<file path="src/rtl/shared_io_arbiter.sv">
module shared_io_arbiter #(
  parameter int NCPU        = 2,
  parameter int ADDR_W      = 10,
  parameter int DATA_W      = 32,
  parameter int WIN_BYTES   = 64,
  parameter logic [ADDR_W-1:0] CTRL_ADDR = 'h300,
  parameter logic [ADDR_W-1:0] ID_ADDR   = 'h304,
  parameter int CMD_CLAIM   = 1,
  parameter int CMD_RELEASE = 2
) (
  input  logic                     clk,
  input  logic                     rst_n,
  input  logic [NCPU-1:0]          cpu_rst,
  input  logic [NCPU*ADDR_W-1:0]   cpu_addr,
  input  logic [NCPU-1:0]          cpu_rd,
  input  logic [NCPU-1:0]          cpu_wr,
  input  logic [NCPU*DATA_W-1:0]   cpu_wdata,
  output logic [NCPU*DATA_W-1:0]   cpu_rdata,
  output logic [NCPU-1:0]          grant,
  output logic                     sh_rd,
  output logic                     sh_wr,
  output logic [$clog2(WIN_BYTES)-1:0] sh_addr,
  output logic [DATA_W-1:0]        sh_wdata,
  input  logic [DATA_W-1:0]        sh_rdata
);
  localparam int IW = (NCPU > 1) ? $clog2(NCPU) : 1;
  localparam int OW = $clog2(WIN_BYTES);
  localparam logic [ADDR_W:0] WIN_BASE = (ADDR_W+1)'((1 << ADDR_W) - WIN_BYTES);

  logic [IW-1:0]   owner, owner_n;
  logic            held, held_n, free;
  logic [NCPU-1:0] pend, pend_n, cand;
  logic [NCPU-1:0] claim_v, rel_v, in_win, win_rd, win_wr;

  for (genvar i = 0; i < NCPU; i++) begin : g_cpu
    logic [ADDR_W-1:0] a;
    logic [DATA_W-1:0] d, r;
    logic              is_ctrl;
    assign a         = cpu_addr[i*ADDR_W +: ADDR_W];
    assign d         = cpu_wdata[i*DATA_W +: DATA_W];
    assign in_win[i] = {1'b0, a} >= WIN_BASE;
    assign is_ctrl   = a == CTRL_ADDR;
    assign claim_v[i] = cpu_wr[i] && is_ctrl && d == DATA_W'(CMD_CLAIM);
    assign rel_v[i]   = cpu_wr[i] && is_ctrl && d == DATA_W'(CMD_RELEASE);
    assign win_rd[i]  = cpu_rd[i] && in_win[i];
    assign win_wr[i]  = cpu_wr[i] && in_win[i];
    assign r = !cpu_rd[i]       ? '0 :
               a == ID_ADDR     ? DATA_W'(i) :
               is_ctrl          ? DATA_W'(grant) :
               in_win[i] && owner == IW'(i) ? sh_rdata : '0;
    assign cpu_rdata[i*DATA_W +: DATA_W] = r;

    assert_nonowner_read_zero_R10: assert property (@(posedge clk) disable iff (!rst_n)
      (cpu_rd[i] && in_win[i] && owner != IW'(i)) |-> r == '0);
    assert_nonowner_write_blocked_R10: assert property (@(posedge clk) disable iff (!rst_n)
      (win_wr[i] && owner != IW'(i) && !win_wr[owner]) |-> !sh_wr);
  end

  assign grant = NCPU'(1) << owner;
  assign free  = !held || rel_v[owner] || cpu_rst[owner];
  assign cand  = (pend | (claim_v & ~(held ? grant : '0))) & ~rel_v & ~cpu_rst;

  always_comb begin
    pend_n  = cand;
    owner_n = owner;
    held_n  = held;
    if (free) begin
      held_n  = 1'b0;
      owner_n = '0;
      for (int k = NCPU-1; k >= 0; k--)
        if (cand[k]) begin
          owner_n = IW'(k);
          held_n  = 1'b1;
        end
      if (held_n) pend_n[owner_n] = 1'b0;
    end
  end

  always_ff @(posedge clk or negedge rst_n)
    if (!rst_n) begin
      owner <= '0;
      held  <= 1'b0;
      pend  <= '0;
    end else begin
      owner <= owner_n;
      held  <= held_n;
      pend  <= pend_n;
    end

  assign sh_rd    = win_rd[owner];
  assign sh_wr    = win_wr[owner];
  assign sh_addr  = (sh_rd || sh_wr) ? cpu_addr[int'(owner)*ADDR_W +: OW] : '0;
  assign sh_wdata = sh_wr ? cpu_wdata[int'(owner)*DATA_W +: DATA_W] : '0;

  assert_holder_kept_R5: assert property (@(posedge clk) disable iff (!rst_n)
    (held && !rel_v[owner] && !cpu_rst[owner]) |=> (held && owner == $past(owner)));
  assert_default_owner_R6: assert property (@(posedge clk) disable iff (!rst_n)
    !held |-> owner == '0);
  assert_tie_lowest_R4: assert property (@(posedge clk) disable iff (!rst_n)
    (!held && pend == '0 && claim_v != '0) |=> grant == $past(claim_v & (~claim_v + 1'b1)));
  assert_reset_releases_R11: assert property (@(posedge clk) disable iff (!rst_n)
    (held && cpu_rst[owner]) |=> !(held && owner == $past(owner)));
endmodule

</file>
<file path="config.mk">
export PLATFORM = sky130hd
export DESIGN_NAME = shared_io_arbiter
export DESIGN_NICKNAME = d
export VERILOG_FILES = /design/src/rtl/shared_io_arbiter.sv
export SDC_FILE = /design/constraint.sdc
export NUM_CORES = 1
export LEC_CHECK = 0
export CORE_AREA = 2 2 89 91
export DETAILED_ROUTE_END_ITERATION = 7
export DIE_AREA = 0 0 91 93
export HOLD_SLACK_MARGIN = 0.05
export PLACE_DENSITY = 0.85
export SYNTH_ARGS = -nofsm -noshare
export SYNTH_HDL_FRONTEND = slang
export SYNTH_SLANG_ARGS = --single-unit
</file>
<file path="constraint.sdc">
create_clock -name clk -period 2 [get_ports clk]
set_input_delay 0.4 -clock clk [delete_from_list [all_inputs] [get_ports clk]]
set_output_delay 0.4 -clock clk [all_outputs]
set_load 0.005 [all_outputs]
</file>
-- Word-level counts from Yosys, hierarchy flattened
Index checks and enable logic that the tools add are counted.
- flip-flop bits (word level): 4
- input bits: 124
- output and inout port bits: 106
- logic and storage cells: 75
- multipliers: 1
- $lt $le $gt $ge: 5
- eq/ne operators: 8
- shift operators: 3
- multiplexer cells: 28
- bitwise gates (word level): 10
- reductions and logical operators: 17
- operator list (cell ; count):
    $mux 32 ; 9
    $eq 32x1->1 const B ; 2
    $eq 32x2->1 const B ; 2
    $shiftx 64x7->32 ; 1
    $eq 10x10->1 const B ; 4
    $ge 10x10->1 const B ; 2
    $shiftx 20x6->6 ; 1
    $mux 1 ; 14
    $logic_and 1x1->1 ; 13
    $and 2x2->2 ; 4
    $not 2->2 ; 4
    $mux 2 ; 3
    $mux 6 ; 1
    $lt 1x2->1 const B ; 2
    $mul 1x3->4 const B ; 1
    $logic_or 1x1->1 ; 3
    $or 2x2->2 ; 1
    $shl 1x1->2 const A ; 1
    $demux 1 s1 ; 1
    $ge 1x1->1 const B ; 1
    $logic_not 1->1 ; 1
    $not 1->1 ; 1

-- Logic depth before layout (Yosys ltp)
Gate-level depths: netlist (run 1).
- depth after elaboration: 18
- depth in mapped cells: 7
- depth with buffers taken out: 6

-- Least setup slack after synthesis (run 1)
OpenSTA, ideal clock, no wires.
- kind: register -> output
- from: register owner
- to: output port sh_addr[0]
- arrival time: 1.408 ns
- path slack: 0.192 ns
- stages on the path, launching flop included: 8
- cells stage by stage: dfrtp_1 > buf_2 > inv_2 > nor2_1 > a22oi_2 > inv_2 > nor3_2 > nor2_1
- word-level cells in the longest chain between the ends: 4
- ends and longest elaborated chain (what ; line ; RTL):
    start: declaration ; 30 ; logic [IW-1:0] owner, owner_n;
    start signal: assignment ; 85 ; owner <= owner_n;
    $mux 1 (not written as such) (2 in a row) ; 91 ; assign sh_wr = win_wr[owner];
    net sh_wr ; 21 ; output logic sh_wr,
    $logic_or 1x1->1 ; 92 ; assign sh_addr = (sh_rd || sh_wr) ? cpu_addr[int'(owner)*ADDR_W +: OW] : '0;
    $mux 6 ; 92 ;
    end: declaration ; 22 ; output logic [$clog2(WIN_BYTES)-1:0] sh_addr,
The timed path passes the listed nets, and every way through them passes these cells. The select of a mux whose other input is x is not followed.

-- Final worst setup path (run 1)
- from: input port cpu_addr[6]
- to: output port sh_addr[1]
- word-level cells in the longest chain between the ends: 6
- ends and longest elaborated chain (what ; line ; RTL):
    start: declaration ; 14 ; input logic [NCPU*ADDR_W-1:0] cpu_addr,
    $ge 10x10->1 (*) ; 41 ; assign in_win[i] = {1'b0, a} >= WIN_BASE;
    $logic_and 1x1->1, on equally long branches ; 45, 46 ;
    $mux 1, on equally long branches (2 in a row) ; 90, 91 ;
    $logic_or 1x1->1 (*) ; 92 ;
    $mux 6 (*) ; 92 ;
Mark *: on every way between the ends. The rest lies on a longest branch, timed or not. The select of a mux whose other input is x is not followed.

==> results of run 1 <==
==> per-layer routing <==
metal,track usage,routed length [um],part of all wire,up-vias
met1,0.268,4370,0.38,1494
met2,0.479,6020,0.53,153
met3,0.0475,781,0.069,14
met4,0.0467,195,0.017,0
met5,0,0,0,-
li1,-,-,-,1447
==> timing repair <==
item / 4_1_cts / 5_1_grt
cloned: 6 / 3
endpoints found under the setup margin: 108 / 81
setup buffers: 20 / 7
hold buffers: 0 / 0
endpoints found under the hold margin: 0 / 0
pin swaps: 39 / 21
resized for setup: 471 / 98
==> layout make-up <==
cell class                 count  area share
timing repair buffer         294       0.562
multi-input combinational    207       0.377
tap                          102      0.0273
sequential                     4      0.0217
clock buffer                   4     0.00962
inverter                       3     0.00294
==> flip-flops by register name (all words and copies together) (netlist names) <==
signal	count
pend	2
owner	1
held	1
==> power by group <==
part / total, mW / internal [mW] / switching (mW)
sequential: 0.0815 / 0.0815 / 0
combinational: 0.469 / 0.286 / 0.183
clock: 0.182 / 0.136 / 0.0456
total: 0.733 / 0.504 / 0.228
==> synthesized netlist by cell type <==
cell	number
or2_2	1
o21ai_1	1
a2bb2oi_2	1
nor4_1	14
and2_1	3
nor3_2	2
nor3_1	3
a21oi_2	1
mux2i_1	38
nor2_1	42
a22oi_2	1
and4_1	1
clkbuf_1	18
nor4_4	2
a31o_2	1
a2111oi_2	1
nand4_1	6
and2b_1	1
a22oi_1	2
nor4_2	2
o2bb2a_1	1
buf_2	1
nand4_2	1
a211oi_1	1
nand2b_1	3
o2bb2ai_1	1
dfrtp_1	4
o21bai_1	1
inv_1	1
nor4b_2	1
buf_4	1
a211oi_2	1
nand2_1	5
o31ai_2	1
buf_1	1
and3_1	60
a21oi_1	2
nor2b_1	3
a311o_1	1
nor4b_1	2
inv_2	2
==> final timing paths <==
kind | end | cells after the start | start
hold reg to reg | held | 2 | pend[1]
min in group clk | held | 2 | pend[1]
setup / recovery | sh_addr[1] | 11 | cpu_addr[6]
hold / removal | pend[0] | 1 | rst_n
setup reg to reg | owner | 6 | owner
max in group asynchronous | owner | 1 | rst_n
==> worst max-delay path: stages <==
cell	delay [ns]
buf_2	0.10
nand4_1	0.14
nor2_4	0.07
buf_6	0.11
a22oi_2	0.19
buf_4	0.16
inv_4	0.03
nor3_4	0.14
buf_6	0.17
nor2_2	0.04
buf_2	0.13
==> logic make-up after synthesis <==
family | count (synthesis)
AND/OR/NAND/NOR | 152
multiplexers | 38
buffers and inverters | 24
AO/OA/AOI/OAI | 17
flip-flops | 4
==> flow_summary.json, run 1 <==
{
  "path_class": "primary input to primary output",
  "ctsRootBufferMaster": "clkbuf_8",
  "synth_compound_area_frac": 0.0970,
  "start_kind": "primary input",
  "max-slew-margin-rel": 0.772,
  "place_hpwl_mm": 7.92,
  "fin_crit_ns": 2.10,
  "fin_nets": 637,
  "drt-total-wl_mm": 11.4,
  "final_common_cell": "buf_2",
  "pre_cts_slack_ns": -0.671,
  "violations": "setup timing",
  "timing.setup.tns_ns": -0.587,
  "clkSlewWorstSetupHoldPaths_ns": 0.04,
  "grt_pass1_vias": 3345,
  "synthAdderAreaFrac": 0,
  "critical_path.max_fanout": 5,
  "area_growth_pct": 186,
  "antenna_found_initial": 0,
  "cts_tree": "yes",
  "syn_avg_cell_area_sq_um": 6.97,
  "clock_sinks": 4,
  "portBuffers": 229,
  "crit_arrival_ns": 1.70,
  "yosys.area.top_type": "mux2i_1",
  "grt_pass1_wl_mm": 16.7,
  "synth_top_cell_area_share": 0.232,
  "multi_input_area_sq_um": 1760,
  "antenna_cells": 0,
  "post-route-util": 0.622,
  "start_util": 0.218,
  "die_x_um": 91,
  "worstSkewPairLatency_ns": 0.22,
  "gp_congestion": 0.851,
  "leakagePower_nw": 2.33,
  "min_path_type": "primary input to async pin",
  "status": "finished with violations",
  "core_area_sq_um": 7530,
  "grtUsageTotal": 0.243,
  "grt_max_degree": 33,
  "rsz0062_at_grt": "true",
  "grt_overflow": 0,
  "fin_area_sq_um": 4680,
  "fillers": 672,
  "finalHoldViolations": 0,
  "first_pass_iters": 4,
  "ctsHtreeMaxLevel": 1,
  "pin_count": 230,
  "drt.antenna.violating_nets": 0,
  "r2r_slack_ns": 0.26,
  "synth_seq_cells": 4,
  "drc_errors": 0,
  "ys_warn_count": 0,
  "die_area_sq_um": 8460,
  "die_h_um": 93,
  "setup_viol": 12,
  "synth_simple_gate_area_frac": 0.552,
  "finalPower_uw": 733,
  "finalCritPeriodShare": 1.05,
  "syn-num-nets": 359,
  "required_ns": 1.60,
  "std_cell_rows": 32,
  "worst_pin_slew_ns": 0.339,
  "layout_common_cells": "buf_2, clkdlybuf4s50_1, and3_1, buf_4, mux2i_1",
  "layout-drive-gt1-share": 0.498,
  "synth_top_family_by_area": "simple AND/OR/NAND/NOR gates",
  "drt_first_iter_violations": 62,
  "max-cap-violations": 0,
  "layout_setup_ws_ns": -0.0972,
  "place_inst": 581,
  "critPathCaptureType": "primary output",
  "ys_types": 41,
  "stdcell_count": 614,
  "ys_seq_area_frac": 0.0611,
  "ys_top_cells_by_area": "mux2i_1, and3_1, nor2_1, dfrtp_1, nor4_1",
  "cts_buffers": 3,
  "finalMaxSlewViolations": 0,
  "wl_per_cell_um": 18.5,
  "power_density_nw_per_um2": 157,
  "max_freq_ghz": 0.477,
  "syn-instance-count": 235,
  "cts.path.max_buffers": 2,
  "ir_drop_mv": 0.149,
  "whs_ns": 0.378,
  "skew_ns": 0.00650,
  "viasPerCell": 5.06,
  "detailroute.via_count": 3108,
  "synth_xor_area_frac": 0,
  "synth_mux_area_frac": 0.232,
  "seq_area_sq_um": 101,
  "dpl_cell_area_sq_um": 4280,
  "syn_area_sq_um": 1640
}
(Power assumes the default switching activity.)
==> run 2: changes to the inputs <==
- CELL_PAD_IN_SITES_DETAIL_PLACEMENT: default -> 0
- CELL_PAD_IN_SITES_GLOBAL_PLACEMENT: default -> 2
- CORE_AREA: 2 2 89 91 -> default
- CORE_MARGIN: default -> 1
- CORE_UTILIZATION: default -> 10
- DIE_AREA: 0 0 91 93 -> default
- PLACE_DENSITY: 0.85 -> 0.92
==> run 2 against run 1 <==
The run still ends with setup timing left. Setup slack worse by 0.13 ns. Combinational power rose by 6.6%. Clock skew decreased by 0.0042 ns. Clock power is 79% higher. Non-clock buffer count rose by 22. Cell area up 16%. Via count increased by 2.3%. Clock-buffer cell count unchanged. Wire length rose by 18%. Sequential power hardly changed. Hold slack lost 0.0018 ns. Core utilization down 28 points. Largest cell class unchanged.
==> flow_summary.json, run 2 (synthesis results as in run 1) <==
{
  "die_x_um": 130,
  "cts_tree": "yes",
  "grt_overflow": 0,
  "cts_buffers": 3,
  "finalHoldViolations": 0,
  "place_inst": 695,
  "start_kind": "flop",
  "die_h_um": 130,
  "seq_power_share": 0.090,
  "min_path_type": "primary input to async pin",
  "area_growth_pct": 232,
  "required_ns": 1.60,
  "worst_pin_slew_ns": 0.399,
  "drt.antenna.violating_nets": 0,
  "stdcell_count": 752,
  "final_common_cell": "buf_6",
  "drc_errors": 0,
  "start_util": 0.103,
  "skew_ns": 0.00225,
  "top_register": "pend",
  "status": "finished with violations",
  "clock_sinks": 4,
  "path_class": "flop to primary output",
  "cts.path.max_buffers": 2,
  "die_area_sq_um": 16900,
  "drt-total-wl_mm": 13.4,
  "critical_path.max_fanout": 6,
  "finalCritPeriodShare": 1.12,
  "violations": "setup timing",
  "max-slew-margin-rel": 0.726,
  "leakagePower_nw": 2.53,
  "pwr-share-clk": 0.359,
  "reg_top3": "pend: 2 flops, held: 1 flops, owner: 1 flops",
  "viasPerCell": 4.23,
  "critPathCaptureType": "primary output",
  "ctsHtreeMaxLevel": 1,
  "rsz0062_at_grt": "true",
  "drt_first_iter_violations": 64,
  "ir_drop_mv": 0.206,
  "antenna_found_initial": 3,
  "timing.setup.tns_ns": -5.29,
  "wl_per_cell_um": 17.9,
  "layout_common_cells": "buf_6, buf_2, clkdlybuf4s50_1, dlygate4sd2_1, and3_1",
  "layout_setup_ws_ns": -0.231,
  "std_cell_rows": 46,
  "p_comb_frac": 0.551,
  "layout-drive-gt1-share": 0.601,
  "core_area_sq_um": 15900,
  "pin_count": 230,
  "fillers": 1653,
  "p_int_uw": 638,
  "p_sw_uw": 268,
  "place_hpwl_mm": 9.34,
  "crit_arrival_ns": 1.83,
  "fin_nets": 659,
  "gp_congestion": 0.764,
  "setup_viol": 70,
  "portBuffers": 229,
  "fin_crit_ns": 2.23,
  "max-cap-violations": 0,
  "finalMaxSlewViolations": 0,
  "max_freq_ghz": 0.448,
  "detailroute.via_count": 3181,
  "first_pass_iters": 4,
  "grt_max_degree": 33,
  "worstSkewPairLatency_ns": 0.23,
  "post-route-util": 0.341,
  "swShare": 0.296,
  "power_density_nw_per_um2": 167,
  "largest_reg_flops": 2,
  "grtUsageTotal": 0.150,
  "clkSlewWorstSetupHoldPaths_ns": 0.03,
  "ctsRootBufferMaster": "clkbuf_16",
  "grt_pass1_wl_mm": 18.9,
  "grt_pass1_vias": 3324
}
[run 2: per-stage QoR]
step           hold slack, ns  worst slack, ns  cell area, sq um  total power [mW]
6_report                0.376           -0.231              5440             0.906
5_1_grt                 0.387           -0.293              5440             0.943
4_1_cts                 0.382           -0.255              5350             0.899
3_5_place_dp            0.581           -0.935              4420             0.527
3_3_place_gp            0.534           -0.874              4420             0.521
2_1_floorplan           0.104            0.192              1640             0.155
[run 2: what timing repair did]
action,in CTS,in global routing
cloned,11,0
setup buffers,49,12
gates resized for setup,640,118
pin swaps,57,31
hold buffers,0,0
endpoints found under the setup margin,109,106
[run 2: worst paths after layout]
path	from	end	slack [ns]	cells after the start
min	rst_n	pend[1]	0.38	1
min reg2reg	held	pend[0]	0.62	2
max reg2reg	owner	owner	0.11	9
min in group clk	held	pend[0]	0.62	2
max in group asynchronous	rst_n	owner	1.44	1
max	owner	sh_addr[3]	-0.23	10
[run 2: metal layers]
| metal | routed length (um) | track usage | vias to the layer above | share of wire |
|---|---|---|---|---|
| met1 | 5110 | 0.164 | 1522 | 0.38 |
| met2 | 7080 | 0.289 | 155 | 0.53 |
| met4 | 250 | 0.0431 | 0 | 0.019 |
| li1 | - | - | 1494 | - |
| met5 | 0 | 0 | - | 0 |
| met3 | 999 | 0.0295 | 10 | 0.074 |
[run 2: power by group through the flow]
stage	registers [mW]	logic [mW]	clock network [mW]
finish	0.0815	0.500	0.325
global route	0.0815	0.530	0.332
CTS	0.0815	0.490	0.328
detailed placement	0.0824	0.444	0
global placement	0.0824	0.439	0
floorplan	0.0824	0.0730	0
[run 2: final cells by class]
class / count / area, sq um / share of cell area
Clock buffer: 4 / 78.8 / 0.0145
Multi-Input combinational cell: 207 / 1990 / 0.366
Inverter: 3 / 16.3 / 0.00299
Antenna cell: 2 / 5.00 / 0.000921
Tap cell: 216 / 270 / 0.0497
Timing Repair Buffer: 316 / 2970 / 0.547
Sequential cell: 4 / 101 / 0.0186
[run 2: critical path, stage by stage (launching register included)]
cell and delay (ns):
dfrtp_2 0.44, inv_4 0.09, nor2_4 0.05, buf_6 0.12, a22oi_2 0.23, buf_6 0.15
inv_4 0.04, nor3_4 0.15, buf_12 0.16, nor2_1 0.05, buf_2 0.12
==> run 3: changes to the inputs <==
- CTS_CLUSTER_DIAMETER: default -> 80
==> results of run 3 <==
No change in the layout: final DEF, timing and power equal those of run 2.
